## src/rtl/bank_map_pkg.sv

```systemverilog
package bank_map_pkg;
  localparam int REG_W = 8;

  typedef enum logic [1:0] {
    SEL_SEG  = 2'd0,
    SEL_EXT  = 2'd1,
    SEL_CTRL = 2'd2,
    SEL_NONE = 2'd3
  } reg_sel_e;

  // legacy segment configuration codes; order is decoded behaviour
  typedef enum logic [1:0] {
    SEGCFG_128K = 2'd0,
    SEGCFG_64K  = 2'd1,
    SEGCFG_LIN  = 2'd2,
    SEGCFG_RSV  = 2'd3
  } seg_cfg_e;

  typedef enum logic [1:0] {
    MAP_BANK64  = 2'd0,
    MAP_BANK128 = 2'd1,
    MAP_LINEAR  = 2'd2
  } map_mode_e;

  typedef struct packed {
    logic [REG_W-1:0] seg;
    logic [1:0]       ext_wr;
    logic [1:0]       ext_rd;
    logic             legacy;
    logic             lin_en;
  } bank_cfg_t;
endpackage

```

## src/rtl/bank_regs.sv

```systemverilog
module bank_regs
  import bank_map_pkg::*;
(
  input  logic             clk_i,
  input  logic             rst_ni,
  input  logic             we_i,
  input  logic [1:0]       sel_i,
  input  logic [REG_W-1:0] wdata_i,
  output bank_cfg_t        cfg_o
);
  bank_cfg_t cfg_q;

  always_ff @(posedge clk_i or negedge rst_ni) begin
    if (!rst_ni) begin
      cfg_q <= '0;
    end else if (we_i) begin
      unique case (reg_sel_e'(sel_i))
        SEL_SEG:  cfg_q.seg <= wdata_i;
        SEL_EXT: begin
          cfg_q.ext_wr <= wdata_i[1:0];
          cfg_q.ext_rd <= wdata_i[5:4];
        end
        SEL_CTRL: begin
          cfg_q.legacy <= wdata_i[0];
          cfg_q.lin_en <= wdata_i[1];
        end
        default: ;
      endcase
    end
  end

  assign cfg_o = cfg_q;

  p_sel3_ignored_r10: assert property (@(posedge clk_i) disable iff (!rst_ni)
    (we_i && sel_i == 2'd3) |=> $stable(cfg_o));
endmodule

```

## src/rtl/bank_select.sv

```systemverilog
module bank_select
  import bank_map_pkg::*;
#(
  parameter int BANK_W     = 6,
  parameter int LEG_BANK_W = 3
) (
  input  logic              clk_i,
  input  logic              rst_ni,
  input  bank_cfg_t         cfg_i,
  input  logic              is_write_i,
  output map_mode_e         mode_o,
  output logic [BANK_W-1:0] bank_o
);
  localparam int NIB_W = REG_W / 2;

  logic [BANK_W-1:0] wide_wr, wide_rd, leg_wr, leg_rd;
  seg_cfg_e          seg_cfg;

  assign wide_wr = BANK_W'({cfg_i.ext_wr, cfg_i.seg[NIB_W-1:0]});
  assign wide_rd = BANK_W'({cfg_i.ext_rd, cfg_i.seg[REG_W-1:NIB_W]});
  assign leg_wr  = BANK_W'(cfg_i.seg[LEG_BANK_W-1:0]);
  assign leg_rd  = BANK_W'(cfg_i.seg[2*LEG_BANK_W-1:LEG_BANK_W]);
  assign seg_cfg = seg_cfg_e'(cfg_i.seg[REG_W-1:REG_W-2]);

  always_comb begin
    if (cfg_i.lin_en || (cfg_i.legacy && seg_cfg == SEGCFG_LIN))
      mode_o = MAP_LINEAR;
    else if (cfg_i.legacy && seg_cfg == SEGCFG_128K)
      mode_o = MAP_BANK128;
    else
      mode_o = MAP_BANK64;  // 64K and reserved code
  end

  always_comb begin
    if (cfg_i.legacy) bank_o = is_write_i ? leg_wr : leg_rd;
    else              bank_o = is_write_i ? wide_wr : wide_rd;
  end

  p_legacy_bank_narrow_r4: assert property (@(posedge clk_i) disable iff (!rst_ni)
    cfg_i.legacy |-> (bank_o >> LEG_BANK_W) == '0);
endmodule

```

## src/rtl/addr_xlate.sv

```systemverilog
module addr_xlate
  import bank_map_pkg::*;
#(
  parameter int          HOST_AW   = 24,
  parameter int          MEM_AW    = 22,
  parameter int          BANK_W    = 6,
  parameter logic [23:0] APER_BASE = 24'h0A0000,
  parameter logic [23:0] LIN_BASE  = 24'h100000
) (
  input  logic               clk_i,
  input  logic               rst_ni,
  input  logic               valid_i,
  input  logic [HOST_AW-1:0] haddr_i,
  input  map_mode_e          mode_i,
  input  logic [BANK_W-1:0]  bank_i,
  output logic               hit_o,
  output logic [MEM_AW-1:0]  addr_o
);
  localparam int OFF64_W  = 16;
  localparam int OFF128_W = 17;
  localparam int LIN_W    = 20;
  localparam logic [HOST_AW-1:0] APER = HOST_AW'(APER_BASE);
  localparam logic [HOST_AW-1:0] LINB = HOST_AW'(LIN_BASE);
  localparam logic [HOST_AW-1:0] LINE = LINB + HOST_AW'(1 << LIN_W);

  logic              in64, in128, inlin;
  logic [MEM_AW-1:0] bank_ext, a64, a128, alin;
  logic [HOST_AW-1:0] lin_off;

  assign in64  = haddr_i[HOST_AW-1:OFF64_W]  == APER[HOST_AW-1:OFF64_W];
  assign in128 = haddr_i[HOST_AW-1:OFF128_W] == APER[HOST_AW-1:OFF128_W];
  assign inlin = (haddr_i >= LINB) && (haddr_i < LINE);

  assign bank_ext = MEM_AW'(bank_i);
  assign lin_off  = haddr_i - LINB;
  assign a64  = (bank_ext << OFF64_W)  | MEM_AW'(haddr_i[OFF64_W-1:0]);
  assign a128 = (bank_ext << OFF128_W) | MEM_AW'(haddr_i[OFF128_W-1:0]);
  assign alin = MEM_AW'(lin_off[LIN_W-1:0]);

  always_comb begin
    hit_o  = 1'b0;
    addr_o = '0;
    if (valid_i) begin
      unique case (mode_i)
        MAP_LINEAR:  begin hit_o = inlin; addr_o = inlin ? alin : '0; end
        MAP_BANK128: begin hit_o = in128; addr_o = in128 ? a128 : '0; end
        default:     begin hit_o = in64;  addr_o = in64  ? a64  : '0; end
      endcase
    end
  end

  p_linear_range_r7: assert property (@(posedge clk_i) disable iff (!rst_ni)
    (mode_i == MAP_LINEAR && hit_o) |-> (addr_o >> LIN_W) == '0);
  p_bank64_offset_r2: assert property (@(posedge clk_i) disable iff (!rst_ni)
    (mode_i == MAP_BANK64 && hit_o) |-> addr_o[OFF64_W-1:0] == haddr_i[OFF64_W-1:0]);
endmodule

```

## src/rtl/bank_mapper.sv

```systemverilog
module bank_mapper
  import bank_map_pkg::*;
#(
  parameter int          HOST_AW    = 24,
  parameter int          MEM_AW     = 22,
  parameter int          BANK_W     = 6,
  parameter int          LEG_BANK_W = 3,
  parameter logic [23:0] APER_BASE  = 24'h0A0000,
  parameter logic [23:0] LIN_BASE   = 24'h100000
) (
  input  logic               clk_i,
  input  logic               rst_ni,
  input  logic               reg_we_i,
  input  logic [1:0]         reg_sel_i,
  input  logic [7:0]         reg_wdata_i,
  input  logic               acc_valid_i,
  input  logic               acc_write_i,
  input  logic [HOST_AW-1:0] acc_addr_i,
  output logic               hit_o,
  output logic [MEM_AW-1:0]  mem_addr_o
);
  bank_cfg_t         cfg;
  map_mode_e         mode;
  logic [BANK_W-1:0] bank;
  logic              hit_d;
  logic [MEM_AW-1:0] addr_d;

  bank_regs u_regs (
    .clk_i, .rst_ni,
    .we_i(reg_we_i), .sel_i(reg_sel_i), .wdata_i(reg_wdata_i),
    .cfg_o(cfg)
  );

  bank_select #(.BANK_W(BANK_W), .LEG_BANK_W(LEG_BANK_W)) u_sel (
    .clk_i, .rst_ni,
    .cfg_i(cfg), .is_write_i(acc_write_i),
    .mode_o(mode), .bank_o(bank)
  );

  addr_xlate #(
    .HOST_AW(HOST_AW), .MEM_AW(MEM_AW), .BANK_W(BANK_W),
    .APER_BASE(APER_BASE), .LIN_BASE(LIN_BASE)
  ) u_xlate (
    .clk_i, .rst_ni,
    .valid_i(acc_valid_i), .haddr_i(acc_addr_i),
    .mode_i(mode), .bank_i(bank),
    .hit_o(hit_d), .addr_o(addr_d)
  );

  always_ff @(posedge clk_i or negedge rst_ni) begin
    if (!rst_ni) begin
      hit_o      <= 1'b0;
      mem_addr_o <= '0;
    end else begin
      hit_o      <= hit_d;
      mem_addr_o <= addr_d;
    end
  end

  p_miss_zero_r8: assert property (@(posedge clk_i) disable iff (!rst_ni)
    !hit_o |-> mem_addr_o == '0);
  p_idle_no_hit_r9: assert property (@(posedge clk_i) disable iff (!rst_ni)
    $past(!acc_valid_i) |-> !hit_o);
endmodule

```

## config.mk

```make
export PLATFORM = sky130hd
export DESIGN_NAME = bank_mapper
export DESIGN_NICKNAME = d
export VERILOG_FILES = /design/src/rtl/bank_map_pkg.sv /design/src/rtl/bank_regs.sv /design/src/rtl/bank_select.sv /design/src/rtl/addr_xlate.sv /design/src/rtl/bank_mapper.sv
export SDC_FILE = /design/constraint.sdc
export NUM_CORES = 1
export LEC_CHECK = 0
export BUFFER_PORTS_ARGS = -buffer_cell sky130_fd_sc_hd__buf_2
export CORE_MARGIN = 5
export CORE_UTILIZATION = 49
export DETAILED_ROUTE_END_ITERATION = 8
export PLACE_DENSITY = 0.75
export SLEW_MARGIN = 20
export SYNTH_ARGS = -nofsm -noshare
export SYNTH_HDL_FRONTEND = slang
export SYNTH_HIERARCHICAL = 1
export SYNTH_SLANG_ARGS = --single-unit
```

## constraint.sdc

```tcl
create_clock -name clk_i -period 2.2 [get_ports clk_i]
set_input_delay 0.44 -clock clk_i [delete_from_list [all_inputs] [get_ports clk_i]]
set_output_delay 0.44 -clock clk_i [all_outputs]
set_load 0.01 [all_outputs]
```

# == Word-level counts from Yosys, hierarchy flattened ==
# Index checks and enable logic that the tools add are counted.
# classes
mux,12
n_reduce_logical,9
n_bitwise,2
n_eq_ne,7
n_addsub,1
n_lt_le_gt_ge,2
# ops
cell,count
$mux W22,3
$pmux W22 S2,1
$ge A24 B21 Y1 const B,1
$lt A24 B22 Y1 const B,1
$or A22 B16 Y22,1
$or A22 B17 Y22,1
$mux W20,1
$sub A20 B1 Y20 const B,1
$mux W6,2
$eq A8 B4 Y1 const B,1
$eq A7 B3 Y1 const B,1
$eq A2 B2 Y1 const B,3
$reduce_and A2 Y1,3
$eq A2 B1 Y1 const B,2
$logic_not A2 Y1,2
$logic_and A1 B1 Y1,3
$mux W3,1
$mux W1,2
$mux W2,1
$pmux W1 S2,1
$logic_or A1 B1 Y1,1
# word_totals
inputBits,39
output_inout_bits,23
wordCells,40
ff_bits,37

# == Depth between registers and ports, before layout ==
# Gate-level depths: netlist of the first run.
# logic_depth
depth_word,7
mapped_depth,9
depth_no_buf,8

# == Hierarchy ==
# The synthesis of the first run kept the hierarchy.
# modules_own_cells
module,n_inst,cells_each,area_per_inst_um2,seq_area_each_um2
bank_mapper,1,23,575.6,575.6
bank_regs,1,31,541.8,350.3
addr_xlate,1,62,451.7,0.0
bank_select,1,20,143.9,0.0

# == Worst setup path after synthesis of the first run ==
# Ideal clock, no wire load.
# synth_path
path_kind,register to register
from,register u_regs.cfg_q (netlist bit u_regs/cfg_o[12])
to,register mem_addr_o[0]
path_stages_with_launch,6
arrival_time_ns,1.810
path_buffers,0
period_less_slack_ns,1.930
required_time_ns,2.080
path_slack_ns,0.270
setup_ns,0.120
path_cell_list,dfrtp_1 nor4b_2 inv_1 ha_1 or3_2 and3_1
# synth_via
elab_chain_cells,7
elab_cells_between_ends,11
classes_between,eq/ne (3); mux (4); reduce/logical (4)
# synth_rtl
element,line_no,rtl
"start, declared",bank_regs.sv:11,bank_cfg_t cfg_q;
$logic_not A2 Y1 / $eq A2 B2 Y1 (equally long branches),"bank_select.sv:28, bank_select.sv:26",
"$logic_and A1 B1 Y1, on equally long branches","bank_select.sv:28, bank_select.sv:26",
$mux W1 / $logic_or A1 B1 Y1 (equally long branches),"bank_select.sv:28, bank_select.sv:26",
$mux W2 (*),bank_select.sv:26,if (cfg_i.lin_en || (cfg_i.legacy && seg_cfg == SEGCFG_LIN))
net mode[0],bank_mapper.sv:23,map_mode_e mode;
$eq A2 B1 Y1 / $eq A2 B2 Y1 (equally long branches),addr_xlate.sv:44,unique case (mode_i)
$pmux W22 S2 (*),addr_xlate.sv:44,
$mux W22 (*),addr_xlate.sv:43,if (valid_i) begin
net addr_d[0],bank_mapper.sv:26,logic [MEM_AW-1:0] addr_d;
"end signal, assigned",bank_mapper.sv:56,mem_addr_o <= addr_d;
"end, declared",bank_mapper.sv:20,output logic [MEM_AW-1:0] mem_addr_o
# The timed path passes the listed nets; every way through them passes the cells marked *.
# A chain may end at the register's enable or synchronous reset.

# == Worst setup path after layout of the first run ==
# layout_path
from,register u_regs.cfg_q (netlist bit u_regs/cfg_o[12])
to,register mem_addr_o[9]
# Same word-level chain as after synthesis.

==> results of run 1 <==
[kinds of logic (layout without fill, tap and decap cells)]
family          Yosys count  in the layout  synth area share [%]
mux                      21             21                  13.3
fa+ha+maj                 2              2                  1.46
flops                    37             37                  54.1
buf+inv                   9             76                  3.51
compound gates           10             10                  3.94
simple gates             57             57                  23.7
[per-layer routing]
metal / global-route usage (%) / vias to the layer above / wire [µm]
met4: 9.33 / 0 / 105
met1: 16.9 / 620 / 1450
li1: - / 616 / -
met5: 0 / - / 0
met3: 6.25 / 9 / 306
met2: 28.1 / 48 / 1830
[power breakdown]
part	total, W	leakage [nW]	internal [W]	switching (W)
Sequential	0.000825	0.481	0.000773	0.0000523
Clock	0.000358	0.0314	0.000151	0.000208
Combinational	0.000531	0.595	0.000255	0.000277
Total	0.00171	1.11	0.00118	0.000536
[flip-flops by register name (all words and copies together) (netlist names)]
signal	cells
u_regs/cfg_o	14
mem_addr_o	22
hit_o	1
[synthesized netlist by cell type, types with 2 or more instances]
library cell   n
a21oi_1        2
nor2_1         4
nor3_2         9
buf_6          3
mux2_2        14
dfrtp_1       37
nand3b_1       4
clkbuf_1       2
nand2_1       16
inv_1          3
ha_1           2
a221oi_1       3
and3_1         7
nor3_1         4
mux2i_1        7
nor2b_1        4
o21ai_1        3
[final cells by class]
cell class	count	area, µm²
fill	294	1220
sequential	37	926
multi-input combinational	90	736
timing repair buffer	66	355
tap	46	57.6
clock buffer	7	55.1
inverter	3	11.3
[metrics by stage]
step / instance area [µm²] / cells / setup WS [ps]
global route: 2140 / 249 / -22.2
finish: 2140 / 249 / 119
floorplan: 1710 / 136 / 270
CTS: 2130 / 249 / 108
global placement: 2080 / 242 / 169
detailed placement: 2080 / 242 / 132
[path summary, 6_finish.rpt]
path	from	end	slack [ps]	cells after the start
worst max register to register	u_regs/cfg_o[12]$_DFFE_PN0P_	mem_addr_o[9]$_DFF_PN0_	120	5
max in group asynchronous	rst_ni	u_regs/cfg_o[12]$_DFFE_PN0P_	1530	1
worst min register to register	u_regs/cfg_o[5]$_DFFE_PN0P_	u_regs/cfg_o[5]$_DFFE_PN0P_	520	1
min in group clk_i	acc_addr_i[13]	mem_addr_o[13]$_DFF_PN0_	320	2
worst min-delay path	rst_ni	mem_addr_o[4]$_DFF_PN0_	170	1
worst max-delay path	u_regs/cfg_o[12]$_DFFE_PN0P_	mem_addr_o[9]$_DFF_PN0_	120	5
[worst register-to-register path, cell delays in order (launching register included)]
cell     delay (ps)
dfrtp_1         440
nor4b_4         320
inv_1            70
ha_1            380
or3_2           560
and3_1          210
==> results.md, run 1 <==
* Total global routing overflow at 0
* Core ar. at 0.00336 mm²
* Slew of the pin with the lowest slew margin at 806 ps
* Post-Route WL at 3690 µm
* Top-area cell type share of the netlist area at 54.1%
* WS Path Type: reg -> reg
* Fin util at 63.7%
* Antenna Cells at 0
* Vias in the first global route at 1384
* All-layer global routing usage at 16.4%
* Critical path required time at 2440 ps
* Root Buffer: clkbuf_4
* Floorplan row count at 21
* Final period util at 94.6%
* Worst setup EP type: flop
* Worst EP arrival at 2320 ps
* Max IR drop VDD at 394 µV
* Yosys cell types at 29
* Worst path max stage delay at 560 ps
* Post-DR wirelength/cell at 14.8 µm
* Tot Pwr at 0.00171 W
* Post-synth EDFFs at 0
* Vias/cell at 5.19
* Final Wtd Congestion at 0.793
* Seq/Total Area, Yosys at 54.1%
* Synth warn at 6
* Mapped cell area at 0.00171 mm²
* Largest net degree at the start of global routing at 38
* Sink Count at 37
* Via count at 1293
* Crit-path cells: nor4b_4, inv_1, ha_1, or3_2, and3_1
* Top FF cell, synth: dfrtp_1
* Flops & latches, synth at 37
* Die Width at 69.1 µm
* Clock Skews at 9.41 ps
* Post-CTS Resized at 0
* Status: finished, final reports clean
* Final Hold Fails at 0
* Worst-Skew Late Latency at 350 ps
* Cts hold-fix bufs at 0
* DRC violation count after routing at 0
* P_leak at 1.11 nW
* Antenna violations before repair at 0
* Hpwl dp at 2890 µm
* Tmin final at 2080 ps
* Layout Nets at 244
* Ports at 62
* Htree depth at 2
* Starting Density at 50.9%
* Delay-heaviest family, CP: simple AND/OR/NAND/NOR gates
* Die height at 69.1 µm
* Tightest Hold Check Type: in -> async
* Die ar. at 0.00478 mm²
* Power Dens Cells at 801 mW/mm²
* Layout cells sized above 1 at 50.7%
* Mapped Cells at 136
* CP Max Fanout at 7
* Worst hold margin at 172 ps
* DRT iter0 DRCs at 64
* Clock Path Buffers at 2
* Total CTS buffers at 5
* Synth area leaders: dfrtp_1 (54%), mux2_2 (9.2%), nor3_2 (5.3%)
* Mapped Nets at 177
* Final slew viol count at 0
* Number of port buffers at 61
* Largest area contributor in the netlist: dfrtp_1
* Max_cap viols at 0
* P&R area growth vs syn at 25.0%
* Avg Cell Area, Syn at 12.6 µm²
* Fmax at 480 MHz
* Antenna Nets Post-Route at 0
* Post-CTS setup buffer count at 0
* Max_slew headroom at 45.8%
* Slowest cell on the critical path: or3_2
* Final setup fails at 0
* FFs w/ async S/R, synth at 100%
* Leading cell type in the layout, fill and taps excluded: buf_2
* Startpoint types: flop
* Global-route wire length before repair at 6240 µm
* TNS Setup at 0 ps
* WP buf/inv at 1
* CTS tree: built
* Most frequent cells in the layout: buf_2 (61), dfrtp_1 (37), nand2_1 (16)
* Reg clk slew, reported paths at 100 ps
* Drt pass-1 iters at 4
Note: power is estimated with default switching activity, not from simulation.
==> run 2, diff against run 1 <==
Settings changed: CORE_ASPECT_RATIO set to 0.8.
==> run 2 against run 1 <==
Die area increased by 0.15%; count of clock-buffer cells in the layout unchanged; sequential power about the same; global-route usage increased by 0.10 points; register-to-register slack improved by 30 ps; cell count decreased by 1.2%; total power increased by 7.8%; via count decreased by 1.9%; critical endpoint is now mem_addr_o[12]$_DFF_PN0_; routed wire length increased by 1.5%.
==> results.md, run 2 (synthesis gave the netlist of run 1 again) <==
* P_sw at 0.000556 W
* Reg clk slew, reported paths at 70 ps
* Final slew viol count at 0
* Status: finished, final reports clean
* Final period util at 93.2%
* Max_cap viols at 0
* Vias in the first global route at 1331
* Fmax at 488 MHz
* Tightest Hold Check Type: in -> async
* Power Dens Cells at 853 mW/mm²
* Switching share of power at 30.1%
* Delay-heaviest family, CP: simple AND/OR/NAND/NOR gates
* Via count at 1269
* Max_slew headroom at 47.4%
* Critical path required time at 2380 ps
* Sink Count at 37
* Layout cells sized above 1 at 52.0%
* Clock Path Buffers at 2
* Sequential power share at 44.6%
* WS Path Type: reg -> reg
* Antenna Cells at 0
* Tot Pwr at 0.00185 W
* Startpoint types: flop
* Worst path max stage delay at 560 ps
* Slowest cell on the critical path: or3_2
* Post-DR wirelength/cell at 15.2 µm
* Starting Density at 50.4%
* RSZ-0062 raised after global routing: false
* CP Max Fanout at 7
* Worst setup EP type: flop
* Largest net degree at the start of global routing at 38
* Fillers at 279
* Max reg flops at 22
* Root Buffer: clkbuf_8
* Number of port buffers at 61
* Final Hold Fails at 0
* Post-Route WL at 3750 µm
* P_leak at 1.12 nW
* Leading cell type in the layout, fill and taps excluded: buf_2
* Layout Nets at 244
* Total CTS buffers at 5
* Htree depth at 2
* Comb power frac at 27.7%
* Total global routing overflow at 0
* Vias/cell at 5.16
* TNS Setup at 0 ps
* Ports at 62
* Power Internal at 0.00129 W
* Slew of the pin with the lowest slew margin at 789 ps
* Clock Skews at 4.43 ps
* Drt pass-1 iters at 6
* Tmin final at 2050 ps
* Die Width at 76.1 µm
* CTS tree: built
* Floorplan row count at 19
* Antenna violations before repair at 0
* Crit-path cells: nor4b_2, inv_1, ha_1, or3_2, and3_1
* Final Wtd Congestion at 0.861
* FF/Latch Area at 926 µm²
* Final setup fails at 0
* DRT iter0 DRCs at 61
* DRC violation count after routing at 0
* Cts hold-fix bufs at 0
* Clock Power Share at 27.7%
* Global-route wire length before repair at 6350 µm
* Worst-Skew Late Latency at 290 ps
* Die height at 62.9 µm
* All-layer global routing usage at 16.5%
* Core ar. at 0.00340 mm²
* Max IR drop VDD at 484 µV
* WP buf/inv at 1
* P&R area growth vs syn at 26.5%
* Worst EP arrival at 2230 ps
* Die ar. at 0.00479 mm²
* Most frequent cells in the layout: buf_2 (61), dfrtp_1 (37), nand2_1 (16)
* Antenna Nets Post-Route at 0
* Register with the most flip-flops: mem_addr_o
* Hpwl dp at 2970 µm
* Multi-input gate area at 733 µm²
[run 2: cell types whose count changed in the layout (fill, tap and decap cells not counted)]
cell and change:
clkbuf_8 +6, clkbuf_4 -5, buf_12 -1, buf_4 +1, clkbuf_1 -1, clkinv_2 +1, nor4_1 -1, nor4_2 +1
nor4b_2 +1, nor4b_4 -1
[run 2: through the flow]
stage | std cells | worst slack, ps | instance area [µm²] | util [%] | hold slack [ps]
finish | 246 | 149 | 2170 | 63.7 | 229
global route | 246 | 20.0 | 2170 | 63.7 | 317
CTS | 246 | 140 | 2160 | 63.6 | 262
detailed placement | 238 | 154 | 2060 | 60.6 | 499
global placement | 238 | 187 | 2060 | 60.6 | 492
floorplan | 136 | 270 | 1710 | - | 144
[run 2: path summary, 6_finish.rpt]
check / from / to / slack [ps] / depth (start not counted)
worst min-delay path: rst_ni / mem_addr_o[2]$_DFF_PN0_ / 230 / 1
worst max register to register: u_regs/cfg_o[12]$_DFFE_PN0P_ / mem_addr_o[12]$_DFF_PN0_ / 150 / 5
worst max-delay path: u_regs/cfg_o[12]$_DFFE_PN0P_ / mem_addr_o[12]$_DFF_PN0_ / 150 / 5
min in group clk_i: acc_addr_i[1] / mem_addr_o[1]$_DFF_PN0_ / 370 / 3
max in group asynchronous: rst_ni / u_regs/cfg_o[13]$_DFFE_PN0P_ / 1470 / 1
worst min register to register: u_regs/cfg_o[7]$_DFFE_PN0P_ / u_regs/cfg_o[7]$_DFFE_PN0P_ / 510 / 1
[run 2: per-layer routing]
metal  part of all wire, %  GRT usage, %  up-vias
met3                   8.3          6.48        9
li1                      -             -      617
met2                    48          25.7       46
met5                     0             0        -
met4                   2.1          6.77        0
met1                    42          20.3      597
[run 2: layout make-up]
class	instances	share of cell area, %
clock buffers	7	4.45
well taps	42	2.42
repair buffers	66	15.8
multi-input cells	90	33.8
flip-flops and latches	37	42.7
clock inverters	1	0.231
inverters	3	0.520
[run 2: power groups by stage]
stage / clock network (W) / registers, W / logic [W]
after floorplan: 0 / 0.000850 / 0.000338
after global placement: 0 / 0.000831 / 0.000495
after detailed placement: 0 / 0.000839 / 0.000514
after CTS: 0.000523 / 0.000826 / 0.000515
after global routing: 0.000554 / 0.000837 / 0.000565
final: 0.000512 / 0.000824 / 0.000513
[run 2: repair_timing]
item | 4_1_cts | 5_1_grt
buffers inserted | 0 | 0
endpoints found under the setup margin | 0 | 2
resized for setup | 0 | 1
